<file path="config.mk">
export PLATFORM = sky130hd
export DESIGN_NAME = irq_ctrl
export DESIGN_NICKNAME = d
export VERILOG_FILES = /design/src/rtl/irqc_pkg.sv /design/src/rtl/irqc_edge_sync.sv /design/src/rtl/irqc_req_bank.sv /design/src/rtl/irqc_prio.sv /design/src/rtl/irqc_seq.sv /design/src/rtl/irq_ctrl.sv
export SDC_FILE = /design/constraint.sdc
export NUM_CORES = 1
export LEC_CHECK = 0
export BUFFER_PORTS_ARGS = -buffer_cell sky130_fd_sc_hd__buf_2
export CORE_MARGIN = 10
export CORE_UTILIZATION = 25
export DETAILED_ROUTE_END_ITERATION = 6
export SLEW_MARGIN = 20
export SYNTH_ARGS = -nofsm -noshare
export SYNTH_HDL_FRONTEND = slang
export SYNTH_SLANG_ARGS = --single-unit
</file>
<file path="constraint.sdc">
create_clock -name clk -period 2.8 [get_ports clk]
set_input_delay 0.42 -clock clk [delete_from_list [all_inputs] [get_ports clk]]
set_output_delay 0.42 -clock clk [all_outputs]
set_load 0.01 [all_outputs]
</file>
<file path="src/rtl/irqc_pkg.sv">
// Shared types and write-select codes for the interrupt controller.
package irqc_pkg;
    typedef enum logic [1:0] {
        SQ_IDLE = 2'b00,
        SQ_SAVE = 2'b01,
        SQ_VEC  = 2'b10
    } seq_state_t;

    localparam logic [1:0] SEL_EN_LO = 2'b00;
    localparam logic [1:0] SEL_EN_HI = 2'b01;
    localparam logic [1:0] SEL_FL_LO = 2'b10;
    localparam logic [1:0] SEL_FL_HI = 2'b11;
endpackage

</file>
<file path="src/rtl/irqc_edge_sync.sv">
// Two-stage synchroniser plus falling-edge detector for each external pin.
// Assumes the pins idle high; the stages reset to 1 so reset causes no event.
module irqc_edge_sync #(
    parameter int NPIN = 2
) (
    input  logic            clk,
    input  logic            rst_n,
    input  logic [NPIN-1:0] pin_i,
    output logic [NPIN-1:0] fall_o
);
    logic [NPIN-1:0] meta_q, sync_q, prev_q;

    // Shift each pin through two synchroniser stages and one history stage.
    always_ff @(posedge clk) begin
        if (!rst_n) begin
            meta_q <= '1;
            sync_q <= '1;
            prev_q <= '1;
        end else begin
            meta_q <= pin_i;
            sync_q <= meta_q;
            prev_q <= sync_q;
        end
    end

    genvar g;
    generate
        for (g = 0; g < NPIN; g++) begin : g_pin
            // A fall is a high history bit followed by a low synchronised bit.
            assign fall_o[g] = prev_q[g] & ~sync_q[g];
        end
    endgenerate
endmodule

</file>
<file path="src/rtl/irqc_req_bank.sv">
// Request flags, enable bits and global enable. The write port covers one half
// of a bank per access. Set events override clears in the same cycle.
module irqc_req_bank
    import irqc_pkg::*;
#(
    parameter int NSRC = 8,
    localparam int HALF = NSRC / 2,
    localparam int IDXW = $clog2(NSRC)
) (
    input  logic            clk,
    input  logic            rst_n,
    input  logic [NSRC-1:0] set_i,
    input  logic            wr_en_i,
    input  logic [1:0]      wr_sel_i,
    input  logic [HALF-1:0] wr_data_i,
    input  logic            acc_i,
    input  logic [IDXW-1:0] acc_idx_i,
    input  logic            gie_set_i,
    input  logic            gie_clr_i,
    output logic [NSRC-1:0] flag_o,
    output logic [NSRC-1:0] en_o,
    output logic            gie_o
);
    logic [NSRC-1:0] flag_q, flag_n, en_q, en_n;
    logic            gie_q, gie_n;

    // Next flags: software clears, then the acceptance clear, then set events.
    always_comb begin
        flag_n = flag_q;
        if (wr_en_i && wr_sel_i == SEL_FL_LO)
            flag_n[HALF-1:0] = flag_q[HALF-1:0] & wr_data_i;
        if (wr_en_i && wr_sel_i == SEL_FL_HI)
            flag_n[NSRC-1:HALF] = flag_q[NSRC-1:HALF] & wr_data_i;
        if (acc_i)
            flag_n[acc_idx_i] = 1'b0;
        flag_n = flag_n | set_i;
    end

    // Next enables: direct load of the selected half.
    always_comb begin
        en_n = en_q;
        if (wr_en_i && wr_sel_i == SEL_EN_LO) en_n[HALF-1:0]    = wr_data_i;
        if (wr_en_i && wr_sel_i == SEL_EN_HI) en_n[NSRC-1:HALF] = wr_data_i;
    end

    // Next global enable: acceptance and clear win over set.
    always_comb begin
        if (acc_i || gie_clr_i) gie_n = 1'b0;
        else if (gie_set_i)     gie_n = 1'b1;
        else                    gie_n = gie_q;
    end

    // State registers.
    always_ff @(posedge clk) begin
        if (!rst_n) begin
            flag_q <= '0;
            en_q   <= '0;
            gie_q  <= 1'b0;
        end else begin
            flag_q <= flag_n;
            en_q   <= en_n;
            gie_q  <= gie_n;
        end
    end

    assign flag_o = flag_q;
    assign en_o   = en_q;
    assign gie_o  = gie_q;

    // every set event is visible in the flags after the edge.
    a_r3_set_sticks: assert property (@(posedge clk) disable iff (!rst_n)
        (|set_i) |=> ((flag_o & $past(set_i)) == $past(set_i)));

    // the accepted source's flag drops unless it was set again.
    a_r9_winner_cleared: assert property (@(posedge clk) disable iff (!rst_n)
        (acc_i && !set_i[acc_idx_i]) |=> !flag_o[$past(acc_idx_i)]);

    // a clear request always leaves the global enable low.
    a_r6_clear_wins: assert property (@(posedge clk) disable iff (!rst_n)
        gie_clr_i |=> !gie_o);
endmodule

</file>
<file path="src/rtl/irqc_prio.sv">
// Fixed-priority picker: the lowest set index among eligible requests wins.
module irqc_prio #(
    parameter int NSRC = 8,
    localparam int IDXW = $clog2(NSRC)
) (
    input  logic            clk,
    input  logic            rst_n,
    input  logic [NSRC-1:0] req_i,
    output logic            any_o,
    output logic [IDXW-1:0] idx_o,
    output logic [NSRC-1:0] grant_o
);
    // Scan from the lowest priority upwards so the lowest index is kept.
    always_comb begin
        idx_o   = '0;
        grant_o = '0;
        for (int i = NSRC - 1; i >= 0; i--) begin
            if (req_i[i]) begin
                idx_o   = IDXW'(i);
                grant_o = '0;
                grant_o[i] = 1'b1;
            end
        end
    end

    assign any_o = |req_i;

    // at most one source is granted, and only a requesting one.
    a_r8_grant_onehot: assert property (@(posedge clk) disable iff (!rst_n)
        $onehot0(grant_o) && ((grant_o & ~req_i) == '0));
endmodule

</file>
<file path="src/rtl/irqc_seq.sv">
// Acceptance sequencer: idle, context-save phase of SAVE_LEN cycles, then
// vector presentation held until the CPU acknowledges it.
module irqc_seq
    import irqc_pkg::*;
#(
    parameter int NSRC     = 8,
    parameter int SAVE_LEN = 3,
    localparam int IDXW = $clog2(NSRC),
    localparam int CW   = $clog2(SAVE_LEN + 1)
) (
    input  logic            clk,
    input  logic            rst_n,
    input  logic            boundary_i,
    input  logic            any_i,
    input  logic [IDXW-1:0] win_i,
    input  logic            vec_ack_i,
    output logic            acc_o,
    output logic            save_o,
    output logic            vec_valid_o,
    output logic [IDXW-1:0] vec_idx_o
);
    seq_state_t      st_q;
    logic [CW-1:0]   cnt_q;
    logic [IDXW-1:0] win_q;

    // Accept only from idle at an instruction boundary.
    assign acc_o = (st_q == SQ_IDLE) && boundary_i && any_i;

    // Phase sequencing and capture of the winner.
    always_ff @(posedge clk) begin
        if (!rst_n) begin
            st_q  <= SQ_IDLE;
            cnt_q <= '0;
            win_q <= '0;
        end else begin
            case (st_q)
                SQ_IDLE: if (acc_o) begin
                    st_q  <= SQ_SAVE;
                    cnt_q <= '0;
                    win_q <= win_i;
                end
                SQ_SAVE: if (cnt_q == CW'(SAVE_LEN - 1)) st_q <= SQ_VEC;
                         else cnt_q <= cnt_q + 1'b1;
                SQ_VEC:  if (vec_ack_i) st_q <= SQ_IDLE;
                default: st_q <= SQ_IDLE;
            endcase
        end
    end

    assign save_o      = (st_q == SQ_SAVE);
    assign vec_valid_o = (st_q == SQ_VEC);
    assign vec_idx_o   = win_q;

    // the save phase is always followed directly by the vector.
    a_r10_save_then_vec: assert property (@(posedge clk) disable iff (!rst_n)
        $fell(save_o) |-> vec_valid_o);

    // an unacknowledged vector holds with a stable index.
    a_r10_vec_hold: assert property (@(posedge clk) disable iff (!rst_n)
        (vec_valid_o && !vec_ack_i) |=> (vec_valid_o && $stable(vec_idx_o)));

    // acknowledgement returns the sequencer to idle.
    a_r10_ack_release: assert property (@(posedge clk) disable iff (!rst_n)
        (vec_valid_o && vec_ack_i) |=> (!vec_valid_o && !save_o));
endmodule

</file>
<file path="src/rtl/irq_ctrl.sv">
// Top level of the vectored maskable interrupt controller. Source 0 and 1 are
// external pins; sources 2..NSRC-1 come from internal event pulses.
module irq_ctrl #(
    parameter int NSRC     = 8,
    parameter int NEXT     = 2,
    parameter int SAVE_LEN = 3,
    localparam int HALF = NSRC / 2,
    localparam int IDXW = $clog2(NSRC)
) (
    input  logic                 clk,
    input  logic                 rst_n,
    input  logic [NEXT-1:0]      ext_pin,
    input  logic [NSRC-NEXT-1:0] int_evt,
    input  logic                 wr_en,
    input  logic [1:0]           wr_sel,
    input  logic [HALF-1:0]      wr_data,
    input  logic                 gie_set,
    input  logic                 gie_clr,
    input  logic                 cpu_boundary,
    input  logic                 vec_ack,
    output logic [NSRC-1:0]      flag_o,
    output logic [NSRC-1:0]      en_o,
    output logic                 gie_o,
    output logic                 irq_pend,
    output logic                 save_active,
    output logic                 vec_valid,
    output logic [IDXW-1:0]      vec_idx
);
    logic [NEXT-1:0] ext_fall;
    logic [NSRC-1:0] set_vec, elig, grant;
    logic            any_elig, acc;
    logic [IDXW-1:0] win;

    irqc_edge_sync #(.NPIN(NEXT)) u_sync (
        .clk(clk), .rst_n(rst_n), .pin_i(ext_pin), .fall_o(ext_fall)
    );

    assign set_vec = {int_evt, ext_fall};

    irqc_req_bank #(.NSRC(NSRC)) u_bank (
        .clk(clk), .rst_n(rst_n), .set_i(set_vec),
        .wr_en_i(wr_en), .wr_sel_i(wr_sel), .wr_data_i(wr_data),
        .acc_i(acc), .acc_idx_i(win),
        .gie_set_i(gie_set), .gie_clr_i(gie_clr),
        .flag_o(flag_o), .en_o(en_o), .gie_o(gie_o)
    );

    // Eligible requests: flag, enable and global enable all set.
    assign elig     = flag_o & en_o & {NSRC{gie_o}};
    assign irq_pend = |elig;

    irqc_prio #(.NSRC(NSRC)) u_prio (
        .clk(clk), .rst_n(rst_n), .req_i(elig),
        .any_o(any_elig), .idx_o(win), .grant_o(grant)
    );

    irqc_seq #(.NSRC(NSRC), .SAVE_LEN(SAVE_LEN)) u_seq (
        .clk(clk), .rst_n(rst_n), .boundary_i(cpu_boundary),
        .any_i(any_elig), .win_i(win), .vec_ack_i(vec_ack),
        .acc_o(acc), .save_o(save_active),
        .vec_valid_o(vec_valid), .vec_idx_o(vec_idx)
    );

    // acceptance needs the global enable, a boundary and an enabled flag.
    a_r7_accept_gated: assert property (@(posedge clk) disable iff (!rst_n)
        acc |-> (gie_o && cpu_boundary && ((grant & flag_o & en_o) != '0)));

    // acceptance drops the global enable at the same edge.
    a_r9_gie_drop: assert property (@(posedge clk) disable iff (!rst_n)
        acc |=> !gie_o);

    // the save phase begins at the acceptance edge.
    a_r10_save_start: assert property (@(posedge clk) disable iff (!rst_n)
        acc |=> save_active);
endmodule

</file>
# After elaboration in Yosys (flattened, before gate mapping)
# Index checks and enable logic that the tools add are counted.
# word_totals
n_memories,0
regBits,30
out_inout_bits,23
input_bits,21
mem_bits_ro,0
latchBits,0
mem_bits_rw,0
wordCells,71
# classes
n_reduce_logical,16
div_mod_pow,0
shifts,0
eq_ne,10
bitwise_logic,12
n_mul,0
n_addsub,1
muxes,20
order_cmp,2
# op_table
op,count
$and 8x8->8,3
$mux 3,8
$mux 2,5
$and 4x4->4,2
$eq 2x2->1 const B,4
$mux 4,2
$mux 8,1
$not 8->8,1
$or 8x8->8,1
$reduce_or 8->1,1
$logic_and 1x1->1,7
$ne 2x2->1 const B,3
$pmux 2 s3,1
$reduce_and 3->1,2
$eq 2x1->1 const B,2
$logic_not 2->1,2
$lt 3x4->1 const B,1
$pmux 2 s2,1
$demux 1 s3,1
$ge 3x1->1 const B,1
$not 1->1,3
$add 2x1->2 const B,1
$and 1x1->1,2
$ne 2x1->1 const B,1
5 further kinds,5

# Longest topological paths before layout
# Gate-level depths: netlist of run 1.
# logic_depth
word_depth,18
depth_mapped,5
ltp_nobuf,5

# Cells and area by module
# Synthesis of run 1 repeated with hierarchy kept, for this count alone.
# hier_totals
hier_cells,149
hier_area_um2,1453.9
# modules_own_cells
mod,cells_per_inst,seq_area_each_um2,area_each_um2,instances
irqc_req_bank,65,340.3,713.2,1
irqc_seq,33,140.1,325.3,1
irqc_edge_sync,14,120.1,170.2,1
irqc_prio,23,0.0,145.1,1
irq_ctrl,14,0.0,100.1,1

# Worst setup path after synthesis of run 1
# OpenSTA, ideal clock, no wires.
# synth_timing
path_kind,reg-to-output
startpoint,register u_bank.flag_q[5] (netlist: u_bank.flag_o[5])
endpoint,output irq_pend
path_slack_ps,1345
required_ps,2380
path_buffers,0
arrival_ps,1035
path_stages_with_launch,4
cell_sequence,dfxtp_1 -> a22o_1 -> o21a_1 -> nand3b_1
# synth_via
elab_chain_len,3
# synth_rtl
item,line_no,source
from (decl),irqc_req_bank.sv:24,"logic [NSRC-1:0] flag_q, flag_n, en_q, en_n;"
from (signal assigned),irqc_req_bank.sv:60,flag_q <= flag_n;
$and 8x8->8 (2 in a row),irq_ctrl.sv:49,assign elig = flag_o & en_o & {NSRC{gie_o}};
$reduce_or 8->1,irq_ctrl.sv:50,assign irq_pend = |elig;
to (decl),irq_ctrl.sv:24,"output logic irq_pend,"
# No other way between the ends.

# Worst setup path after layout of run 1
# Same ends and word-level chain as after synthesis.

==> results of run 1 <==
-- how the worst max path moves through the flow --
stage,startpoint,endpoint,slack [ps],cells past startpoint
finish,u_bank.flag_o[5]$_SDFF_PN0_,irq_pend,920,4
CTS,u_bank.flag_o[5]$_SDFF_PN0_,irq_pend,900,4
global route,u_bank.flag_o[5]$_SDFF_PN0_,irq_pend,840,4
floorplan,u_bank.flag_o[5]$_SDFF_PN0_,irq_pend,1340,3
global placement,u_bank.flag_o[5]$_SDFF_PN0_,irq_pend,1220,4
detailed placement,u_bank.flag_o[5]$_SDFF_PN0_,irq_pend,1210,4
-- stage by stage --
| step | power [mW] | hold WS (ps) | util | worst slack (ps) |
|---|---|---|---|---|
| floorplan | 0.517 | 386 | - | 1340 |
| global placement | 0.565 | 391 | 0.308 | 1220 |
| detailed placement | 0.566 | 395 | 0.308 | 1210 |
| CTS | 0.920 | 296 | 0.325 | 904 |
| global route | 0.951 | 293 | 0.325 | 842 |
| finish | 0.909 | 300 | 0.325 | 922 |
-- synth_stat cells, drive strengths merged (2+ instances only) --
cell    number  area [sq um]
o21a         6          45.0
nand2b       7          43.8
a22oi        2          15.0
a31oi        5          31.3
a22o         5          53.8
nor3         3          15.0
buf          2          8.75
a21oi        5          25.0
a21o         2          15.0
a211oi       2          15.0
mux2i        8          80.1
nor4         3          18.8
dfxtp       30           601
o21ai        7          35.0
nor3b        2          20.0
nor2b        2          12.5
nand3        3          15.0
o31a         3          26.3
nand2       10          37.5
and2         3          20.0
nand4        2          12.5
nor2        12          45.0
inv         11          41.3
nand3b       3          22.5
-- layout by cell type, fill, tap and decap left out, types with 3 or more instances in the layout --
| cell | netlist | routed |
|---|---|---|
| nand2_1 | 10 | 10 |
| nand3b_1 | 3 | 3 |
| o21ai_0 | 7 | 7 |
| buf_2 | 1 | 43 |
| inv_1 | 11 | 11 |
| o31a_1 | 3 | 3 |
| clkbuf_8 | 0 | 6 |
| a31oi_1 | 5 | 5 |
| dfxtp_1 | 30 | 30 |
| a21oi_1 | 5 | 5 |
| nand2b_1 | 7 | 7 |
| mux2i_1 | 8 | 8 |
| o21a_1 | 6 | 6 |
| nand3_1 | 3 | 3 |
| a22o_1 | 3 | 3 |
| nor4_1 | 3 | 3 |
| nor3_1 | 3 | 3 |
| nor2_1 | 12 | 12 |
-- layer usage --
metal | share of wire | up-vias | routed length, um
li1 | - | 641 | -
met1 | 0.44 | 577 | 1730
met2 | 0.42 | 44 | 1660
met3 | 0.12 | 4 | 460
met4 | 0.013 | 0 | 51
met5 | 0 | - | 0
-- sequential cells by signal, summed over array words and instances (netlist names) --
| signal | count |
|---|---|
| u_bank.en_o | 8 |
| u_bank.flag_o | 8 |
| u_seq.vec_idx_o | 3 |
| u_seq.cnt_q | 2 |
| u_seq.st_q | 2 |
| u_sync.meta_q | 2 |
| u_sync.prev_q | 2 |
| u_sync.sync_q | 2 |
| u_bank.gie_o | 1 |
-- power breakdown --
| group | leakage, nW | internal, mW | switching, mW |
|---|---|---|---|
| Combinational | 0.491 | 0.0420 | 0.0522 |
| Sequential | 0.246 | 0.443 | 0.0167 |
| Clock | 0.0482 | 0.198 | 0.157 |
-- critical path, stage by stage, from the launching register on --
cell	delay, ps
dfxtp_1	350
a22o_1	320
o21a_1	220
nand3b_1	150
buf_2	150
-- layout make-up --
class	instances	area share
Sequential cell	30	0.340
Clock buffer	7	0.0489
Tap cell	72	0.0510
Clock inverter	1	0.00283
Timing Repair Buffer	43	0.122
Inverter	11	0.0234
Multi-Input combinational cell	106	0.412
-- cells by family after synthesis --
group                      after synthesis  share of synthesized area
and+or+nand+nor                         52                      0.205
AOI/OAI and AO/OA                       45                      0.255
DFF                                     30                      0.435
buffers and inverters                   14                     0.0389
muxes                                    8                     0.0580
adders and majority gates                1                    0.00906
==> results.md, run 1 <==
- WHS Endpoint: u_bank.gie_o$_SDFFE_PP0P_
- Met3 usage: 0.0500
- Die X: 94.3 um
- Final ANT Viol Nets: 0
- Wire per inst: 14.5 um
- Highest clock rate: 533 MHz
- Clock latency at the later pin of the worst-skew pair: 280 ps
- Placed inst area: around 1700 sq um
- Final Non-Filler Cells: 270
- Total GRT Usage: 0.0889
- Final min period: 1880 ps
- Critical hold path startpoint: gie_clr
- Largest net degree at the start of global routing: 19
- Crit end category: primary output
- Synthesis Warnings: 0
- Met2 Track Usage GR: 0.126
- Final setup fails: 0
- H-tree depth: 2
- DP Cell Count: ~260
- Die boundary height: 94.3 um
- Initial antenna violation count: 0
- # DRC: 0
- Syn_nets: 172
- Drt total wl: 3900 um
- Worst EP arrival: 1460 ps
- Clock sink total: 30
- VDD IR max: 0.000245 V
- Final TNS setup: 0 ps
- WS Path Type: reg2out
- Period utilization: 0.671
- Count of cell types in the netlist: 41
- Ratio of cells with drive above 1 in the final layout: 0.293
- I/O Buffers: 43
- DR vias/cell: about 4.7
- Async SR Flop Fraction: 0
- R2R Path Start: u_bank.flag_o[2]$_SDFF_PN0_
- Reg clk slew, reported paths: roughly 60 ps
- Synth-to-Final Area Change: 27.8%
- CTS tree: yes
- Vias: 1266
- Layout Skew: 7.87 ps
- Max Slew Vio Count: 0
- Seq/Total Area, Yosys: 0.435
- Least-Margin Pin Slew: 456 ps
- Post-synth EDFFs: 0
- Core Region: 5440 sq um
- Synth Cell Area: 1380 sq um
- Row count: 27
- Status: finished clean
- Met1 GRT Util: 0.108
- IO Count: between 40 and 50
- Worst r2r path cells: 4
- #FFs+latches synth: 30
- Root Buffer: clkbuf_8
- Hold Path Depth: 2
- Multi-input gate area: 727 sq um
- Hold Crit Class: in2reg
- Gr ovfl total: 0
- Die ar.: 8900 sq um
- Grt peak-use layer: met2
- Layout net count: 219
- Critical-path maximum fanout: 5
- CTS Buf Count: 5
- RSZ-0062 raised after global routing: no
- First-pass GRT wire length: 6090 um
- Deepest clock path buffer count: 2
- DR iter-0 viols: 59
- Reg2reg end: u_seq.vec_idx_o[0]$_SDFFE_PN0P_
- Maxcap violations: 0
- GPL Wtd Cong: between 0.8 and 0.9
- Hold Fails Final Rpt: 0
- Register Area: approximately 600 sq um
- Startpoint Class: flop
- R2r setup slk: 1230 ps
- Number of gates resized after cts: 0
- Hpwl dp: about 3100 um
- LEAKAGE: ~0.8 nW
- Post-CTS Hold Buffers: 0
- TritonRoute pass-1 iters: 4
- Vias in the first global route: 1221
- Slew headroom: 0.696
- Pwr per Cell Area: just over 500 nW/um^2
- Initial Util: 0.254
- Ant. Diodes: 0
- Most used DFF post-synth: dfxtp_1
- Post-CTS Setup Inserts: 0
- Mean Syn Cell Area: around 9 sq um
- Layout filler cell count: 575
- Post-Synthesis Cells: 150
- Final instance area: about 1800 sq um
- CP Data Required Time: ~2400 ps
No activity file was read; power rests on OpenSTA's default activity.
==> run 2: changes to the inputs <==
Settings changed: ABC_AREA set to 1.
Clock period 2.8 ns to 1.9 ns, I/O delays scaled along.
==> run 2 against run 1 <==
  * Core utilization is 1.5 points higher
  * Die area is 0.86% lower
  * First-iteration DRC count is 20% higher
  * Sequential cell count stayed put
  * Sequential power is 48% higher
  * Non-clock buffer count is 3 higher
  * Clock skew is 3.9 ps lower
  * Critical path type is now reg2reg
  * Critical endpoint is now u_bank.flag_o[3]$_SDFF_PN0_
==> results.md, run 2 <==
- Ratio of cells with drive above 1 in the final layout: 0.335
- Clock latency at the later pin of the worst-skew pair: roughly 280 ps
- RSZ-0062 raised after global routing: no
- Status: finished clean
- Root Buffer: clkbuf_8
- Final ANT Viol Nets: 0
- Synth Area in Adders: 0.00916
- Final WS setup: 306 ps
- Die boundary height: 93.9 um
- Simple-gate share of the synthesized area: 0.277
- Initial Util: 0.262
- Total GRT Usage: 0.0890
- Post-CTS Hold Buffers: 0
- I/O Buffers: 43
- Vias: roughly 1300
- #FFs+latches synth: 30
- Compound-cell area share of the yosys netlist: 0.180
- Synth-to-Final Area Change: 29.5%
- Critical-path maximum fanout: 11
- Ant. Diodes: 0
- Sequential share of power: 0.500
- WS Path Type: reg2reg
- Synth Cell Area: around 1400 sq um
- Vias in the first global route: 1290
- CP Data Required Time: between 2000 and 2500 ps
- Highest clock rate: 627 MHz
- Gr ovfl total: 0
- Switch Pwr: 356 uW
- CTS tree: yes
- Post-CTS Setup Inserts: 0
- Wire per inst: 12.5 um
- Period utilization: 0.839
- Synthesis Warnings: 0
- Comb pwr share: 0.101
- Hold Fails Final Rpt: 0
- Reg clk slew, reported paths: 70 ps
- Dominant cell type by area after synthesis: dfxtp_1
- Hold Crit Class: in2reg
- DR iter-0 viols: about 70
- Row count: 26
- GPL Wtd Cong: 0.827
- Die ar.: 8820 sq um
- Startpoint Class: flop
- Initial antenna violation count: 0
- Slew headroom: 0.625
- Drt total wl: between 3000 and 4000 um
- Async SR Flop Fraction: 0
- TritonRoute pass-1 iters: 4
- Most common library cells after synthesis: nand2_1 (31), dfxtp_1 (30), inv_1 (28)
- Final min period: 1590 ps
- Die X: 93.9 um
- Layout net count: 251
- Final TNS setup: 0 ps
- First-pass GRT wire length: 6280 um
- Most frequent cells in the layout: buf_2 (43), nand2_1 (31), dfxtp_1 (29)
- DR vias/cell: 4.21
- VDD IR max: 0.000276 V
- Most used DFF post-synth: dfxtp_1
- # DRC: 0
- IO Count: 44
- Post-synth EDFFs: 0
- Least-Margin Pin Slew: 561 ps
- Top post-synthesis cells by area: dfxtp_1 (44%), nand2_1 (8.5%), inv_1 (7.7%), a21oi_1 (7.3%), nand3_2 (4.4%)
- Internal cell power: 1.01 mW
- Number of gates resized after cts: 0
- Final setup fails: 0
- Synth top area share: 0.440
- Worst EP arrival: 1740 ps
- Post-Synthesis Cells: ~180
- Most common cell after layout, fill and taps aside: buf_2
- Post-Place Worst Slack: 121 ps
- Pwr per Cell Area: 770 nW/um^2
- Final instance area: 1770 sq um
- Xor and xnor area share after synthesis: 0
- Seq/Total Area, Yosys: 0.440
- Max Slew Vio Count: 0
- Deepest clock path buffer count: 2
- Mean Syn Cell Area: 7.63 sq um
- Layout Skew: roughly 4.0 ps
- Crit end category: flop
- Multiplexer share of the synthesized area: 0
- H-tree depth: 2
- Most common cell in the synthesized netlist: nand2_1
- Count of cell types in the netlist: 25
- Switching share of power: 0.261
- LEAKAGE: 0.862 nW
- Largest family of logic cells by synthesized area: simple AND/OR/NAND/NOR gates
- Syn_nets: 201
- CTS Buf Count: 5
- Clock sink total: 30
- Largest net degree at the start of global routing: 19
- Maxcap violations: 0
- Clk pwr share: 0.398
- Core Region: between 5000 and 6000 sq um
- Hpwl dp: slightly above 3000 um
- Placed inst area: around 1700 sq um
## run 2: final timing paths
| kind | end | depth (start not counted) | slack, ps | start |
|---|---|---|---|---|
| hold reg to reg | u_sync.sync_q[0]$_SDFF_PN1_ | 1 | 420 | u_sync.meta_q[0]$_SDFF_PN1_ |
| setup reg to reg | u_bank.flag_o[3]$_SDFF_PN0_ | 7 | 310 | u_bank.gie_o$_SDFFE_PP0P_ |
| setup / recovery | u_bank.flag_o[3]$_SDFF_PN0_ | 7 | 310 | u_bank.gie_o$_SDFFE_PP0P_ |
| hold / removal | u_bank.gie_o$_SDFFE_PP0P_ | 2 | 160 | gie_clr |
## run 2: stage by stage
step	hold WS [ps]	cells	util	power, mW
CTS	164	300	0.340	1.38
finish	159	300	0.340	1.36
floorplan	364	179	-	0.767
global placement	396	292	0.321	0.835
global route	151	300	0.340	1.44
detailed placement	399	292	0.321	0.836
## run 2: kinds of logic after synthesis
kind of cell,after synthesis
flip-flops,30
AO/OA/AOI/OAI,42
AND/OR/NAND/NOR,74
adder cells (fa/ha/maj),1
buffers and inverters,32
## run 2: area by class of cell
cell class                 instances  area, sq um
clock buffer                       6         82.6
clock inverter                     2         12.5
fill                             582         3440
inverter                          29          109
multi-input combinational        117          638
sequential                        30          602
tap                               70         87.6
timing repair buffer              46          238
## run 2: critical path, cell delays in order, from the launching register on
cell	delay [ps]
dfxtp_2	470
nand3_1	150
nand2_2	130
inv_1	60
a21oi_2	230
nand3_1	150
o21ai_1	190
a21oi_1	80
## run 2: power groups by stage
| stage | sequential, mW | combinational, mW | clock [mW] |
|---|---|---|---|
| 6_report | 0.682 | 0.138 | 0.543 |
| 2_1_floorplan | 0.698 | 0.0681 | 0 |
| 4_1_cts | 0.681 | 0.141 | 0.558 |
| 5_1_grt | 0.685 | 0.157 | 0.595 |
| 3_5_place_dp | 0.695 | 0.140 | 0 |
| 3_3_place_gp | 0.696 | 0.138 | 0 |
## run 2: routing by layer
metal | wire length (um) | vias to the layer above | track usage
met3 | 257 | 2 | 0.0384
met2 | 1740 | 33 | 0.133
met1 | 1740 | 551 | 0.111
met5 | 0 | - | 0
li1 | - | 678 | -
met4 | 20 | 0 | 0.0304
